--- src/rtl/tlb_pkg.sv ---
package tlb_pkg;
  typedef enum logic {WAY0 = 1'b0, WAY1 = 1'b1} way_e;

  function automatic way_e other_way(way_e w);
    return (w == WAY0) ? WAY1 : WAY0;
  endfunction
endpackage

--- src/rtl/tlb_segregs.sv ---
module tlb_segregs #(
  parameter int SEG_W  = 4,
  parameter int VSID_W = 24
) (
  input  logic              clk_i,
  input  logic              rst_ni,
  input  logic              we_i,
  input  logic [SEG_W-1:0]  widx_i,
  input  logic [VSID_W-1:0] wvsid_i,
  input  logic [SEG_W-1:0]  ridx_a_i,
  output logic [VSID_W-1:0] rvsid_a_o,
  input  logic [SEG_W-1:0]  ridx_b_i,
  output logic [VSID_W-1:0] rvsid_b_o
);
  localparam int SEG_CNT = 1 << SEG_W;

  logic [VSID_W-1:0] regs_q [SEG_CNT];

  always_ff @(posedge clk_i or negedge rst_ni) begin
    if (!rst_ni) begin
      for (int i = 0; i < SEG_CNT; i++) regs_q[i] <= '0;
    end else if (we_i) begin
      regs_q[widx_i] <= wvsid_i;
    end
  end

  assign rvsid_a_o = regs_q[ridx_a_i];
  assign rvsid_b_o = regs_q[ridx_b_i];
endmodule

--- src/rtl/tlb_way.sv ---
module tlb_way #(
  parameter int SET_W = 5,
  parameter int TAG_W = 35,
  parameter int PPN_W = 20
) (
  input  logic             clk_i,
  input  logic             rst_ni,
  input  logic [SET_W-1:0] lk_set_i,
  input  logic [TAG_W-1:0] lk_tag_i,
  output logic             hit_o,
  output logic [PPN_W-1:0] ppn_o,
  input  logic             wr_en_i,
  input  logic [SET_W-1:0] wr_set_i,
  input  logic [TAG_W-1:0] wr_tag_i,
  input  logic [PPN_W-1:0] wr_ppn_i,
  input  logic             inv_set_en_i,
  input  logic [SET_W-1:0] inv_set_i,
  input  logic             inv_all_i
);
  localparam int SETS = 1 << SET_W;

  logic [SETS-1:0]  valid_q;
  logic [TAG_W-1:0] tag_q [SETS];
  logic [PPN_W-1:0] ppn_q [SETS];

  always_ff @(posedge clk_i or negedge rst_ni) begin
    if (!rst_ni) begin
      valid_q <= '0;
    end else if (inv_all_i) begin
      valid_q <= '0;
    end else begin
      if (wr_en_i)      valid_q[wr_set_i]  <= 1'b1;
      if (inv_set_en_i) valid_q[inv_set_i] <= 1'b0;
    end
  end

  // payload needs no reset, valid bit guards it
  always_ff @(posedge clk_i) begin
    if (wr_en_i) begin
      tag_q[wr_set_i] <= wr_tag_i;
      ppn_q[wr_set_i] <= wr_ppn_i;
    end
  end

  assign hit_o = valid_q[lk_set_i] && (tag_q[lk_set_i] == lk_tag_i);
  assign ppn_o = ppn_q[lk_set_i];
endmodule

--- src/rtl/tlb_lru.sv ---
module tlb_lru #(
  parameter int SET_W = 5
) (
  input  logic             clk_i,
  input  logic             rst_ni,
  input  logic [SET_W-1:0] vict_set_i,
  output logic             vict_o,
  input  logic             hit_upd_i,
  input  logic [SET_W-1:0] hit_set_i,
  input  logic             hit_val_i,
  input  logic             fill_upd_i,
  input  logic [SET_W-1:0] fill_set_i,
  input  logic             fill_val_i
);
  localparam int SETS = 1 << SET_W;

  logic [SETS-1:0] lru_q;

  // fill update is last so it overrides a hit to the same set
  always_ff @(posedge clk_i or negedge rst_ni) begin
    if (!rst_ni) begin
      lru_q <= '0;
    end else begin
      if (hit_upd_i)  lru_q[hit_set_i]  <= hit_val_i;
      if (fill_upd_i) lru_q[fill_set_i] <= fill_val_i;
    end
  end

  assign vict_o = lru_q[vict_set_i];
endmodule

--- src/rtl/tlb_xlat.sv ---
module tlb_xlat #(
  parameter int EA_W      = 32,
  parameter int PA_W      = 32,
  parameter int PAGE_BITS = 12,
  parameter int SEG_W     = 4,
  parameter int VSID_W    = 24,
  parameter int SET_W     = 5,
  localparam int PPN_W    = PA_W - PAGE_BITS,
  localparam int HI_W     = EA_W - SEG_W - PAGE_BITS - SET_W,
  localparam int TAG_W    = VSID_W + HI_W
) (
  input  logic              clk_i,
  input  logic              rst_ni,
  input  logic              lk_req_i,
  input  logic [EA_W-1:0]   lk_ea_i,
  output logic              lk_hit_o,
  output logic              lk_miss_o,
  output logic [PA_W-1:0]   lk_pa_o,
  input  logic              wr_en_i,
  input  logic [EA_W-1:0]   wr_ea_i,
  input  logic [PPN_W-1:0]  wr_ppn_i,
  input  logic              inv_en_i,
  input  logic [EA_W-1:0]   inv_ea_i,
  input  logic              inv_all_i,
  input  logic              sr_we_i,
  input  logic [SEG_W-1:0]  sr_idx_i,
  input  logic [VSID_W-1:0] sr_vsid_i
);
  import tlb_pkg::*;

  localparam int NWAYS = 2;
  localparam int SET_LO = PAGE_BITS;
  localparam int HI_LO  = PAGE_BITS + SET_W;

  logic [VSID_W-1:0] lk_vsid, wr_vsid;
  logic [SET_W-1:0]  lk_set, wr_set, inv_set;
  logic [TAG_W-1:0]  lk_tag, wr_tag;
  logic [NWAYS-1:0]  way_hit;
  logic [PPN_W-1:0]  way_ppn [NWAYS];
  logic              hit_any, wr_go, vict_bit;
  way_e              hit_way, victim;

  assign lk_set  = lk_ea_i[SET_LO +: SET_W];
  assign wr_set  = wr_ea_i[SET_LO +: SET_W];
  assign inv_set = inv_ea_i[SET_LO +: SET_W];

  tlb_segregs #(.SEG_W(SEG_W), .VSID_W(VSID_W)) u_seg (
    .clk_i     (clk_i),
    .rst_ni    (rst_ni),
    .we_i      (sr_we_i),
    .widx_i    (sr_idx_i),
    .wvsid_i   (sr_vsid_i),
    .ridx_a_i  (lk_ea_i[EA_W-1 -: SEG_W]),
    .rvsid_a_o (lk_vsid),
    .ridx_b_i  (wr_ea_i[EA_W-1 -: SEG_W]),
    .rvsid_b_o (wr_vsid)
  );

  assign lk_tag = {lk_vsid, lk_ea_i[HI_LO +: HI_W]};
  assign wr_tag = {wr_vsid, wr_ea_i[HI_LO +: HI_W]};

  // invalidate of the target set beats refill
  assign wr_go  = wr_en_i && !(inv_all_i || (inv_en_i && (inv_set == wr_set)));
  assign victim = way_e'(vict_bit);

  for (genvar w = 0; w < NWAYS; w++) begin : g_way
    tlb_way #(.SET_W(SET_W), .TAG_W(TAG_W), .PPN_W(PPN_W)) u_way (
      .clk_i        (clk_i),
      .rst_ni       (rst_ni),
      .lk_set_i     (lk_set),
      .lk_tag_i     (lk_tag),
      .hit_o        (way_hit[w]),
      .ppn_o        (way_ppn[w]),
      .wr_en_i      (wr_go && (victim == way_e'(w))),
      .wr_set_i     (wr_set),
      .wr_tag_i     (wr_tag),
      .wr_ppn_i     (wr_ppn_i),
      .inv_set_en_i (inv_en_i),
      .inv_set_i    (inv_set),
      .inv_all_i    (inv_all_i)
    );
  end

  assign hit_any = |way_hit;
  assign hit_way = way_hit[0] ? WAY0 : WAY1;

  tlb_lru #(.SET_W(SET_W)) u_lru (
    .clk_i      (clk_i),
    .rst_ni     (rst_ni),
    .vict_set_i (wr_set),
    .vict_o     (vict_bit),
    .hit_upd_i  (lk_hit_o),
    .hit_set_i  (lk_set),
    .hit_val_i  (other_way(hit_way)),
    .fill_upd_i (wr_go),
    .fill_set_i (wr_set),
    .fill_val_i (other_way(victim))
  );

  assign lk_hit_o  = lk_req_i && hit_any;
  assign lk_miss_o = lk_req_i && !hit_any;
  assign lk_pa_o   = lk_hit_o ? {way_ppn[hit_way], lk_ea_i[PAGE_BITS-1:0]} : '0;
endmodule

--- config.mk ---
export PLATFORM = sky130hd
export DESIGN_NAME = tlb_xlat
export DESIGN_NICKNAME = d
export VERILOG_FILES = /design/src/rtl/tlb_pkg.sv /design/src/rtl/tlb_segregs.sv /design/src/rtl/tlb_way.sv /design/src/rtl/tlb_lru.sv /design/src/rtl/tlb_xlat.sv
export SDC_FILE = /design/constraint.sdc
export NUM_CORES = 2
export LEC_CHECK = 0
export CELL_PAD_IN_SITES_DETAIL_PLACEMENT = 1
export CELL_PAD_IN_SITES_GLOBAL_PLACEMENT = 1
export CORE_ASPECT_RATIO = 1.2
export CORE_UTILIZATION = 30
export CTS_CLUSTER_SIZE = 10
export DETAILED_ROUTE_END_ITERATION = 6
export DONT_BUFFER_PORTS = 1
export GPL_ROUTABILITY_DRIVEN = 0
export GPL_TIMING_DRIVEN = 0
export PLACE_DENSITY = 0.54
export SKIP_LAST_GASP = 1
export SLEW_MARGIN = 25
export SYNTH_ARGS = -nofsm -noshare
export SYNTH_HDL_FRONTEND = slang
export SYNTH_SLANG_ARGS = --single-unit
--- constraint.sdc ---
create_clock -name clk_i -period 10.6 [get_ports clk_i]
set_input_delay 2.12 -clock clk_i [delete_from_list [all_inputs] [get_ports clk_i]]
set_output_delay 2.12 -clock clk_i [all_outputs]
set_load 0.005 [all_outputs]
### Word level (Yosys, flattened, before mapping)

Memories as Yosys holds them, arrays and structs flattened.
Cells that the tools add are included.

* output and inout port bits: 34
* input port bits: 151
* memory bits (writable): 3520
* register bits after elaboration: 480
* memories kept: 4

Memories
* g_way[0].u_way.tag_q: words 32, bits a word 35, rd ports 1, clocked after Yosys merged registers in 0, wr ports 1, line tlb_way.sv:23 `logic [TAG_W-1:0] tag_q [SETS];`
* g_way[1].u_way.tag_q: words 32, bits a word 35, rd ports 1, clocked after Yosys merged registers in 0, wr ports 1, line tlb_way.sv:23
* g_way[0].u_way.ppn_q: words 32, bits a word 20, rd ports 1, clocked after Yosys merged registers in 0, wr ports 1, line tlb_way.sv:24 `logic [PPN_W-1:0] ppn_q [SETS];`
* g_way[1].u_way.ppn_q: words 32, bits a word 20, rd ports 1, clocked after Yosys merged registers in 0, wr ports 1, line tlb_way.sv:24

* reductions and logical operators: 16
* magnitude comparators: 11
* muxes and demuxes: 44
* eq/ne operators: 3
* bitwise gates (word level): 10

Operators by type and width (count)
* $bwmux 384: 1
* $mux 32: 11
* $bmux 24 s4: 2
* $mux 24: 5
* $demux 24 s4: 1
* $eq 35x35->1: 2
* $and 32x32->32: 2
* $bwmux 32: 2
* $or 32x32->32: 2
* $mux 20: 3
* $not 32->32: 1
* $lt 5x6->1 const B: 3
* $bmux 1 s5: 3
* $demux 1 s5: 3
* $ge 5x1->1 const B: 3
* $ge 5x5->1 const B: 3
* $not 4->5: 3
* $mux 1: 13
* $logic_and 1x1->1: 12
* $eq 5x5->1: 1
* $lt 5x1->1 const B: 1
* $ge 2x2->1 const B: 1
* $logic_not 1->1: 2
* $not 1->2: 1
* other kinds (3): 3

### Longest topological paths before layout

* depth in word-level cells: 12
* gate-level depth with buffers: 18
* depth with buffers taken out: 10

### By module

From an unflattened synthesis, not the netlist that was laid out.

* cell total of the unflattened synthesis: 7668
* area total of the unflattened synthesis: 161093.3 µm²

Modules (own cells, without submodules)
* tlb_way: sequential area each 53651.5 µm², area each 69085.0 µm², times used 2, cells each 3031
* tlb_segregs: sequential area each 9609.2 µm², area each 20100.5 µm², times used 1, cells each 1265
* tlb_lru: sequential area each 800.8 µm², area each 2322.2 µm², times used 1, cells each 268
* tlb_xlat: sequential area each 0.0 µm², area each 500.5 µm², times used 1, cells each 73

### Worst setup path after synthesis

Ideal clock, no wire load.

* path type: input to output
* start point: input port lk_ea_i[29]
* end point: output port lk_pa_o[12]
* setup slack: 3201 ps
* arrival: 5279 ps
* cell stages on the path: 16
* buffers on the path: 6
* path through: buf_2 > buf_4 > buf_4 > clkbuf_1 > buf_2 > mux4_2 > a22oi_1 > nand2_1 > nor3_1 > o22ai_1 > nor4_1 > nand4_1 > o22ai_4 > and2_1 > buf_2 > a21boi_1

* cells in the longest elaborated chain, start to end: 12

Ends and longest elaborated chain
* start, declared: line tlb_xlat.sv:15 `input logic [EA_W-1:0] lk_ea_i,`
* $not 4->5 (not written as such) (*): line tlb_segregs.sv:27 `assign rvsid_a_o = regs_q[ridx_a_i];`
* $bmux 24 s4 (*): line tlb_segregs.sv:27
* $mux 24 (not written as such) (*) (2 in series): line tlb_segregs.sv:27
* $eq 35x35->1: line tlb_way.sv:45 `assign hit_o = valid_q[lk_set_i] && (tag_q[lk_set_i] == lk_tag_i);`
* $logic_and 1x1->1: line tlb_way.sv:45
* $mux 1: line tlb_xlat.sv:85 `assign hit_way = way_hit[0] ? WAY0 : WAY1;`
* $not 1->2 (not written as such): line tlb_xlat.sv:102 `assign lk_pa_o = lk_hit_o ? {way_ppn[hit_way], lk_ea_i[PAGE_BITS-1:0]} : '0;`
* $mux 20 (not written as such) (3 in series): line tlb_xlat.sv:102
* $mux 32 (*): line tlb_xlat.sv:102
* end, declared: line tlb_xlat.sv:18 `output logic [PA_W-1:0] lk_pa_o,`

Mark *: on every way between the ends. The rest lies on a longest branch, timed or not. The select of a mux whose other input is x is not followed.

### Final worst setup path

* start point: input port lk_ea_i[12]
* end point: output port lk_pa_o[12]

* cells in the longest elaborated chain, start to end: 9

Ends and longest elaborated chain (line)
* $mem_v2 32x35 / $bmux 1 s5 (equally long branches)
* $eq 35x35->1 / $mux 1 (equally long branches): tlb_way.sv:45
* $logic_and 1x1->1: tlb_way.sv:45
* $mux 1: tlb_xlat.sv:85
* $not 1->2 (not written as such): tlb_xlat.sv:102
* $mux 20 (not written as such) (3 in series): tlb_xlat.sv:102
* $mux 32 (*): tlb_xlat.sv:102

Marked as above.

==> impl_metrics.tcl <==
set metrics [dict create \
    status "finished, violations left" \
    violations "DRC, setup timing" \
    fin_crit_sh 1.003 \
    die_area_sq_um 533200 \
    cts_buffers 453 \
    die_h_um 799.7 \
    grt_pass1_vias 94330 \
    r2r_setup_slack_ps 5520 \
    power_density_nw_per_um2 187.7 \
    ant_nets 0 \
    p_leak_nw 64.96 \
    vias 93066 \
    grt_max_degree 481 \
    cts_tree "yes" \
    cts-root-buf "clkbuf_16" \
    required_ps 8480 \
    routedWlPerCell_um 39.88 \
    netlist_top_cells_count "edfxtp_1 (3520), mux2i_1 (1082), o22ai_1 (689)" \
    dpl_worst_slack_ps -559.4 \
    power_mw 35.94 \
    die_w_um 666.7 \
    slowest_stage "buf_2" \
    netlist_area_sq_um 159100 \
    fillers 51797 \
    synth_edf_count 3520 \
    drtPass1Iterations 7 \
    async_flop_share 0.1200 \
    wl_um 653600 \
    coreArea_sq_um 527600 \
    worstHoldPathCells 1 \
    yosysWarnings 0 \
    cts.path.max_buffers 4 \
    max_stage_delay_ps 760 \
    worstMarginPinSlew_ps 1134 \
    drive_above_1_share 0.2593 \
    drv_slew 0 \
    synth_top_area_share 0.6645 \
    synthDistinctLibCells 63 \
    start_util 0.3015 \
    hold_class "register to register" \
    synthTopCellsByArea "edfxtp_1 (66%), mux4_2 (8.2%), dfrtp_1 (7.6%), mux2i_1 (6.8%), mux2_2 (2.7%)" \
    synth_flop_cell "edfxtp_1" \
    synth.most_common_cell "edfxtp_1" \
    holdPathEnd "g_way[1].u_way.valid_q[15]" \
    hpwl_um 453800 \
    critPathKind "input pin to primary output" \
    path_max_fanout 11 \
    synth.avg_cell_area_sq_um 19.27 \
    nets 9281 \
    drc 1 \
    ys_ff_latch 4000 \
    worstSetupEndpointType "primary output" \
    setup_slack_ps -30.25 \
    area_growth_pct 20.38 \
    io_pins 185 \
    arrival_ps 8510 \
    yosysSeqAreaShare 0.7400 \
    r2r_end "u_lru.lru_q[16]" \
    holdCritStartpoint "g_way[1].u_way.valid_q[15]" \
    io_buffers 0 \
    rsz0062_at_grt "false" \
    reg2reg_depth 13 \
    slew-limit-headroom 0.2411 \
    setup_viol 1 \
    hold_viol 0 \
    synth_fp_nets 8406 \
    yosysTopAreaCell "edfxtp_1" \
    drtIter0Drc 12201 \
    fmax_mhz 94.07 \
    period_minus_slack_ps 10630 \
    htree_levels 5 \
    antenna_found_initial 27 \
    multiInputGateArea_sq_um 39220 \
    peakVddDrop_mv 0.1443 \
    cp_cell_sequence "buf_2 -> or4b_1 -> buf_2 -> buf_2 -> buf_2 -> o22ai_1 -> nor4_1 -> nand2_1 -> xor2_1 -> nor4_1 -> nand4_1 -> o22ai_4 -> buf_12 -> and2_1 -> buf_2 -> a21boi_1" \
    grt.total_usage 0.2391 \
    register_area_sq_um 117700 \
    cap_violations 0 \
    clock_skew_ps 121.5 \
    clkLatencyLatePin_ps 1040 \
    netlist_instances 8255 \
    rows 292 \
    viasPerCell 5.678 \
    clock_sinks 4000 \
    holdWs_ps 485.1 \
    crit_top_cell "buf_2" \
    ctsHoldBuffers 0 \
    clk_pin_slew_ps 50 \
    overflow 0 \
    start_kind "input pin" \
    grt_pass1_wl_um 863800 \
    rr_startpoint "u_seg.regs_q[105]" \
]
report_power, final:
part | total [mW] | switching (mW) | internal [mW]
clock | 14.1 | 6.31 | 7.84
combinational | 3.37 | 2.19 | 1.18
sequential | 18.4 | 0.284 | 18.1
total | 35.9 | 8.79 | 27.2
worst max path at each step:
| stage | startpoint | end | slack [ps] | cells after the start |
|---|---|---|---|---|
| 6_report | lk_ea_i[12] | lk_pa_o[12] | -30 | 16 |
| 3_3_place_gp | wr_ea_i[13] | g_way[0].u_way.tag_q[24][30] | -3860 | 9 |
| 5_1_grt | lk_ea_i[12] | lk_pa_o[17] | 0.8 | 16 |
| 2_1_floorplan | lk_ea_i[29] | lk_pa_o[12] | 3200 | 16 |
| 3_5_place_dp | lk_ea_i[15] | lk_pa_o[12] | -560 | 17 |
| 4_1_cts | lk_ea_i[29] | lk_pa_o[12] | 130 | 17 |
metrics by stage:
step           instances  utilization  TNS (ps)  cell area (sq um)
6_report           16390       0.3630    -30.25             191500
3_3_place_gp       15311       0.3182         -             167900
3_5_place_dp       15723       0.3384    -13190             178500
2_1_floorplan       8255            -         0             159100
4_1_cts            16361       0.3626         0             191300
5_1_grt            16376       0.3629         0             191500
layer usage:
layer	share of wire	global-route usage	up-vias
li1	-	-	35773
met3	0.076	0.03769	1237
met4	0.056	0.1133	2
met2	0.49	0.4051	5012
met5	0.000020	0	-
met1	0.38	0.2993	51042
cells by family after synthesis:
family / count (synthesis) / share of synthesized area
buffers and inverters: 563 / 0.01789
DFF: 4000 / 0.7400
and+or+nand+nor: 594 / 0.02062
muxes: 2049 / 0.1777
AOI/OAI and AO/OA: 990 / 0.04049
xor gates and xnor gates: 59 / 0.003249
area by class of cell:
cell class | count | area share
Clock buffer | 590 | 0.06274
Tap cell | 7056 | 0.04610
Multi-Input combinational cell | 3692 | 0.2048
Sequential cell | 4000 | 0.6147
Inverter | 30 | 0.0005881
Antenna cell | 23 | 0.0003006
Buffer | 532 | 0.01521
Clock inverter | 46 | 0.003633
Timing Repair Buffer | 421 | 0.05190
cell usage in the layout (no fill, tap or decap), types with 13 or more instances in the layout:
cell type / n
a31oi_1: 30
dfrtp_1: 480
diode_2: 23
buf_16: 236
xnor2_1: 13
buf_1: 21
o22ai_1: 689
clkbuf_16: 456
nor2_1: 31
edfxtp_1: 3520
nor2_4: 64
buf_8: 17
clkbuf_1: 242
inv_1: 30
and3_1: 29
a21oi_1: 44
o21ai_0: 23
buf_6: 50
buf_2: 162
mux2i_1: 1082
a31o_2: 27
mux4_4: 24
a22oi_1: 56
nand2_1: 133
o21a_1: 68
mux2_2: 385
buf_12: 152
nand3_1: 34
nor4_2: 19
nor4_1: 168
clkinv_16: 13
a21boi_1: 20
mux4_2: 558
clkbuf_2: 127
xor2_1: 45
buf_4: 70
critical path, delay by kind of cell:
kind                   cells  cell delay (ps)
AO/OA/AOI/OAI              3             1330
XOR/XNOR                   1              290
buffers and inverters      6             2470
AND/OR/NAND/NOR            6             2230
flip-flops by register name (all words and copies together) (netlist names):
| register | count |
|---|---|
| u_seg.regs_q | 384 |
| g_way.u_way.tag_q | 2240 |
| u_lru.lru_q | 32 |
| g_way.u_way.ppn_q | 1280 |
| g_way.u_way.valid_q | 64 |
repair_timing:
action | CTS | global route
setup endpoints to repair | 34 | 31
setup buffers | 3 | 0
endpoints found under the hold margin | 0 | 0
pin swaps | 1 | 1
resized for setup | 3 | 1
No activity file was read; power rests on OpenSTA's default activity.
